## src/rtl/bzr_pkg.sv

```systemverilog
package bzr_pkg;

    typedef enum logic [1:0] {
        MODE_VOICE = 2'd0,
        MODE_AUDIO = 2'd1,
        MODE_TONE  = 2'd2,
        MODE_FM    = 2'd3
    } bzr_mode_e;

    typedef enum logic [1:0] {
        ST_IDLE  = 2'd0,
        ST_MARK  = 2'd1,
        ST_SPACE = 2'd2
    } bzr_state_e;

endpackage

```

## src/rtl/bzr_slot_timer.sv

```systemverilog
module bzr_slot_timer #(
    parameter int LEN_W  = 4,
    parameter int SLOT_W = 5
) (
    input  logic              clk_i,
    input  logic              rst_ni,
    input  logic              run_i,
    input  logic [LEN_W-1:0]  slot_len_i,
    output logic [SLOT_W-1:0] slot_o,
    output logic [LEN_W-1:0]  tick_o,
    output logic              slot_end_o,
    output logic              period_end_o
);

    logic [LEN_W-1:0]  tick_q;
    logic [SLOT_W-1:0] slot_q;

    assign slot_end_o   = run_i && (tick_q == slot_len_i - LEN_W'(1));
    assign period_end_o = slot_end_o && (&slot_q);
    assign slot_o       = slot_q;
    assign tick_o       = tick_q;

    always_ff @(posedge clk_i or negedge rst_ni) begin
        if (!rst_ni) begin
            tick_q <= '0;
            slot_q <= '0;
        end else if (!run_i) begin
            tick_q <= '0;
            slot_q <= '0;
        end else if (slot_end_o) begin
            tick_q <= '0;
            slot_q <= slot_q + SLOT_W'(1);
        end else begin
            tick_q <= tick_q + LEN_W'(1);
        end
    end

endmodule

```

## src/rtl/bzr_gate_gen.sv

```systemverilog
module bzr_gate_gen #(
    parameter int GCODE_W   = 3,
    parameter int GATE_UNIT = 1,
    parameter int GCNT_W    = 4
) (
    input  logic               clk_i,
    input  logic               rst_ni,
    input  logic               run_i,
    input  logic               period_end_i,
    input  logic [GCODE_W-1:0] gcode_i,
    output logic               gate_o
);

    logic [GCNT_W-1:0] cnt_q;
    logic [GCNT_W-1:0] half_len;
    logic              lvl_q;

    assign half_len = GCNT_W'((int'(gcode_i) + 1) * GATE_UNIT);
    assign gate_o   = lvl_q;

    always_ff @(posedge clk_i or negedge rst_ni) begin
        if (!rst_ni) begin
            cnt_q <= '0;
            lvl_q <= 1'b1;
        end else if (!run_i) begin
            cnt_q <= '0;
            lvl_q <= 1'b1;
        end else if (period_end_i) begin
            if (cnt_q == half_len - GCNT_W'(1)) begin
                cnt_q <= '0;
                lvl_q <= ~lvl_q;
            end else begin
                cnt_q <= cnt_q + GCNT_W'(1);
            end
        end
    end

endmodule

```

## src/rtl/buzzer_pwm_drv.sv

```systemverilog
module buzzer_pwm_drv #(
    parameter int FREQ_W    = 3,
    parameter int DUTY_W    = 4,
    parameter int GCODE_W   = 3,
    parameter int SLOT_BASE = 2,
    parameter int SLOT_STEP = 1,
    parameter int GATE_UNIT = 1
) (
    input  logic               clk_i,
    input  logic               rst_ni,
    input  logic               en_i,
    input  logic [1:0]         mode_i,
    input  logic [FREQ_W-1:0]  freq_i,
    input  logic [GCODE_W-1:0] gate_code_i,
    input  logic               gate_en_i,
    input  logic [DUTY_W-1:0]  duty_i,
    output logic               bz_o
);
    import bzr_pkg::*;

    localparam int SLOT_W  = DUTY_W + 1;
    localparam int MAX_LEN = SLOT_BASE + SLOT_STEP * ((2 ** FREQ_W) - 1);
    localparam int LEN_W   = $clog2(MAX_LEN + 1);
    localparam int GCNT_W  = $clog2((2 ** GCODE_W) * GATE_UNIT + 1);

    bzr_state_e         state_q, state_d;
    logic               active;
    logic               run;
    logic [FREQ_W-1:0]  cfg_freq_q;
    logic [DUTY_W-1:0]  cfg_duty_q;
    logic [GCODE_W-1:0] cfg_gcode_q;
    logic               cfg_gate_en_q;
    logic [LEN_W-1:0]   slot_len;
    logic [SLOT_W-1:0]  slot_idx;
    logic [LEN_W-1:0]   tick_cnt;
    logic               slot_end;
    logic               period_end;
    logic               gate_lvl;

    assign active   = en_i && (mode_i != MODE_FM);
    assign run      = (state_q != ST_IDLE);
    assign slot_len = LEN_W'(SLOT_BASE + SLOT_STEP * int'(cfg_freq_q));

    // settings are captured while idle and at each period boundary only
    always_ff @(posedge clk_i or negedge rst_ni) begin
        if (!rst_ni) begin
            cfg_freq_q    <= '0;
            cfg_duty_q    <= '0;
            cfg_gcode_q   <= '0;
            cfg_gate_en_q <= 1'b0;
        end else if (state_q == ST_IDLE || period_end) begin
            cfg_freq_q    <= freq_i;
            cfg_duty_q    <= duty_i;
            cfg_gcode_q   <= gate_code_i;
            cfg_gate_en_q <= gate_en_i;
        end
    end

    bzr_slot_timer #(
        .LEN_W (LEN_W),
        .SLOT_W(SLOT_W)
    ) u_timer (
        .clk_i       (clk_i),
        .rst_ni      (rst_ni),
        .run_i       (run),
        .slot_len_i  (slot_len),
        .slot_o      (slot_idx),
        .tick_o      (tick_cnt),
        .slot_end_o  (slot_end),
        .period_end_o(period_end)
    );

    bzr_gate_gen #(
        .GCODE_W  (GCODE_W),
        .GATE_UNIT(GATE_UNIT),
        .GCNT_W   (GCNT_W)
    ) u_gate (
        .clk_i       (clk_i),
        .rst_ni      (rst_ni),
        .run_i       (run),
        .period_end_i(period_end),
        .gcode_i     (cfg_gcode_q),
        .gate_o      (gate_lvl)
    );

    always_ff @(posedge clk_i or negedge rst_ni) begin
        if (!rst_ni) state_q <= ST_IDLE;
        else         state_q <= state_d;
    end

    always_comb begin
        state_d = state_q;
        unique case (state_q)
            ST_IDLE: begin
                if (active) state_d = ST_MARK;
            end
            ST_MARK: begin
                if (!active)
                    state_d = ST_IDLE;
                else if (slot_end && slot_idx == {1'b0, cfg_duty_q})
                    state_d = ST_SPACE;
            end
            ST_SPACE: begin
                if (!active)          state_d = ST_IDLE;
                else if (period_end)  state_d = ST_MARK;
            end
            default: state_d = ST_IDLE;
        endcase
    end

    always_comb begin
        bz_o = (state_q == ST_MARK) && (!cfg_gate_en_q || gate_lvl);
    end

endmodule

```

## config.mk

```make
export PLATFORM = sky130hd
export DESIGN_NAME = buzzer_pwm_drv
export DESIGN_NICKNAME = d
export VERILOG_FILES = /design/src/rtl/bzr_pkg.sv /design/src/rtl/bzr_slot_timer.sv /design/src/rtl/bzr_gate_gen.sv /design/src/rtl/buzzer_pwm_drv.sv
export SDC_FILE = /design/constraint.sdc
export NUM_CORES = 1
export LEC_CHECK = 0
export ABC_AREA = 1
export BUFFER_PORTS_ARGS = -buffer_cell sky130_fd_sc_hd__buf_4
export CAP_MARGIN = 25
export CORE_ASPECT_RATIO = 0.75
export CORE_MARGIN = 5
export CORE_UTILIZATION = 40
export DETAILED_ROUTE_END_ITERATION = 10
export PLACE_DENSITY = 0.63
export SLEW_MARGIN = 40
export SYNTH_ARGS = -nofsm -noshare
export SYNTH_HDL_FRONTEND = slang
export SYNTH_SLANG_ARGS = --single-unit
```

## constraint.sdc

```tcl
create_clock -name clk_i -period 1.9 [get_ports clk_i]
set_clock_uncertainty 0.05 [all_clocks]
set_input_delay 0 -clock clk_i [delete_from_list [all_inputs] [get_ports clk_i]]
set_output_delay 0 -clock clk_i [all_outputs]
set_load 0.02 [all_outputs]
```

==> impl_metrics.json <==
{
  "slew_headroom_pct": 76.4,
  "drv_cap": 0,
  "cts_setup_buffers": 0,
  "min_path_cells": 5,
  "grt_pass1_wl_microns": 5260,
  "holdCritStartpoint": "en_i",
  "core_sq_um": 3640,
  "crit_path_end_kind": "flip-flop",
  "port_buffers": 16,
  "gp_congestion": 0.812,
  "cp_top_family": "simple AND/OR/NAND/NOR gates",
  "final_hold_viol_count": 0,
  "power_density_nw_per_um2": 1000,
  "multi_input_comb_area_sq_um": 687,
  "grt_max_degree": 28,
  "fmax_ghz": 0.580,
  "syn_avg_cell_area_sq_um": 7.49,
  "fin_crit_ns": 1.72,
  "ioPinCount": 17,
  "dpl-instance-area_sq_um": 1710,
  "avgViaCountPerCell": 4.35,
  "slew_viol_final": 0,
  "clk_latency_ns": 0.27,
  "first_pass_iters": 4,
  "cts.htree.levels": 1,
  "drc": 0,
  "cts_sinks": 27,
  "r2r-end": "u_gate.gate_o",
  "ys_seq_area_share_pct": 45.2,
  "seqCellArea_sq_um": 677,
  "initial_core_util_pct": 41.2,
  "path_class": "flip-flop to flip-flop",
  "crit_buf_inv": 2,
  "nets": 257,
  "tightest_slew_ns": 0.353,
  "postRouteAntennaNets": 0,
  "critPathMaxFanout": 19,
  "worstReg2RegStart": "cfg_freq_q[0]",
  "synth-warning-count": 0,
  "final_core_util_pct": 51.9,
  "synth_seq_cells": 27,
  "cts_root_buf": "clkbuf_8",
  "tritoncts": "yes",
  "final_layout_size_suffix_gt1_share_pct": 14.5,
  "vias": 1249,
  "power_leakage_nw": 0.975,
  "fin_crit_sh_pct": 90.7,
  "r2r_slack_ns": 0.18,
  "cts_buffers": 3,
  "design_area_sq_um": 1890,
  "ys_types": 19,
  "p_total_mw": 1.89,
  "cts_buffer_depth": 2,
  "hpwl_microns": 2140,
  "synth_top_cell_by_area": "dfrtp_1",
  "hold_class": "primary input to flip-flop",
  "synth_cells": 200,
  "chipHeight_microns": 63.0,
  "path_cells": "ha_1 -> inv_1 -> nand2_1 -> nand2_2 -> nand2_2 -> nor2_2 -> nand2_2 -> o21bai_4 -> buf_12 -> nand2_1 -> nand2_1 -> nand2_1",
  "arrival_ns": 1.89,
  "min_to": "state_q[0]",
  "antenna_found_initial": 0,
  "synth.top_cell.area_share_pct": 43.4,
  "cp.required_ns": 2.06,
  "status": "finished, final reports clean",
  "die_x_microns": 80.7,
  "worstRegToRegCells": 12,
  "overflow": 0,
  "area_growth_syn_to_layout_pct": 26.1,
  "critPathLaunchType": "flip-flop",
  "ir_worst_vdd_mv": 0.631,
  "std_cell_rows": 19,
  "drt-initial-drc-count": 79,
  "drt-wirelength-per-cell_microns": 10.2,
  "synth_fp_nets": 221,
  "dieArea_sq_um": 5080,
  "max_stage_delay_ns": 0.40,
  "grt_pass1_vias": 1189,
  "clk_pin_slew_ns": 0.09,
  "wl_microns": 2920,
  "pre_cts_slack_ns": 0.124,
  "synthesis.area_sq_um": 1500,
  "fillCellCount": 368,
  "final-setup-viol-count": 0,
  "num_antenna_cells": 0,
  "cp_common_cell": "nand2_1",
  "cp_num_cells": 12,
  "ys_top_cells_by_area": "dfrtp_1 (43%), nand2_1 (16%), nand3_1 (8.0%)",
  "slowest_stage": "dfrtp_1",
  "grt_usage_pct": 12.9,
  "setup_ws_ns": 0.177
}
metrics by stage:
| stage | setup TNS, ns | hold WS [ns] | std cells |
|---|---|---|---|
| 3_5_place_dp | 0 | -0.109 | 271 |
| 5_1_grt | -0.00423 | 0.0206 | 287 |
| 2_1_floorplan | 0 | -0.346 | 200 |
| 6_report | 0 | 0.0260 | 287 |
| 4_1_cts | 0 | 0.0155 | 287 |
| 3_3_place_gp | 0 | -0.111 | 271 |
power by group:
group	internal [mW]	switching, mW
clock	0.147	0.176
sequential	0.713	0.110
combinational	0.320	0.426
worst min-delay path, cell delays in order:
cell	delay, ns
buf_4	0.08
nand3_1	0.08
nand2_1	0.07
nand2_1	0.04
inv_1	0.05
registers in the layout, indices dropped and copies added, names as in the netlist:
name            flops
cfg_gcode_q         3
u_timer.tick_o      4
u_gate.gate_o       1
u_timer.slot_o      5
state_q             2
cfg_freq_q          3
cfg_gate_en_q       1
cfg_duty_q          4
u_gate.cnt_q        4
Yosys cell counts (all sizes together):
library cell   n
a21oi          2
buf            3
dfrtp         26
dfstp          1
ha             5
inv           31
nand2         65
nand3         24
nand4          1
nor2          17
nor3           5
o21ai         12
o21bai         1
o22ai          1
xnor2          4
xor2           2
how the worst max path moves through the flow:
stage | start | endpoint | slack (ns)
detailed placement | cfg_freq_q[0] | state_q[1] | 0.12
global route | cfg_freq_q[0] | u_gate.gate_o | -0.004
finish | cfg_freq_q[0] | u_gate.gate_o | 0.18
global placement | cfg_freq_q[0] | cfg_gcode_q[2] | 0.20
CTS | cfg_freq_q[0] | state_q[1] | 0.11
floorplan | cfg_freq_q[0] | cfg_duty_q[0] | 0.19
metal layers:
layer  up-vias  global-route usage (%)  share of wire [%]
met5         -                       0                  0
met4         0                    1.27               0.34
met3         2                    4.18                4.6
met2        14                    19.0                 42
met1       538                    19.0                 53
li1        695                       -                  -
layout by cell type, fill, tap and decap left out, drive strengths merged:
| cell | instances |
|---|---|
| nand2 | 65 |
| inv | 31 |
| dfrtp | 26 |
| nand3 | 24 |
| buf | 22 |
| nor2 | 17 |
| o21ai | 12 |
| dlygate4sd3 | 12 |
| nor3 | 5 |
| ha | 5 |
| xnor2 | 4 |
| clkbuf | 3 |
| a21oi | 2 |
| xor2 | 2 |
| nand4 | 1 |
| o21bai | 1 |
| o22ai | 1 |
| clkinv | 1 |
| dfstp | 1 |
kinds of logic (layout without fill, tap and decap cells):
family / after synthesis / after routing / synth area share, %
adders and majority gates: 5 / 5 / 4.18
DFF: 27 / 27 / 45.2
and+or+nand+nor: 112 / 112 / 31.2
xor gates and xnor gates: 6 / 6 / 3.51
AOI/OAI and AO/OA: 16 / 16 / 6.35
buffers and inverters: 34 / 69 / 9.61
final cells by class:
class,instances,area share [%]
timing repair buffer,34,15.8
sequential,27,35.8
inverter,31,6.16
tap,52,3.44
clock inverter,1,0.265
multi-input combinational,139,36.4
clock buffer,3,2.19
what timing repair did:
item | 4_1_cts | 5_1_grt
hold buffers | 12 | 0
resized for setup | 0 | 3
setup endpoints to repair | 0 | 3
endpoints found under the hold margin | 38 | 0
(Power assumes the default switching activity.)
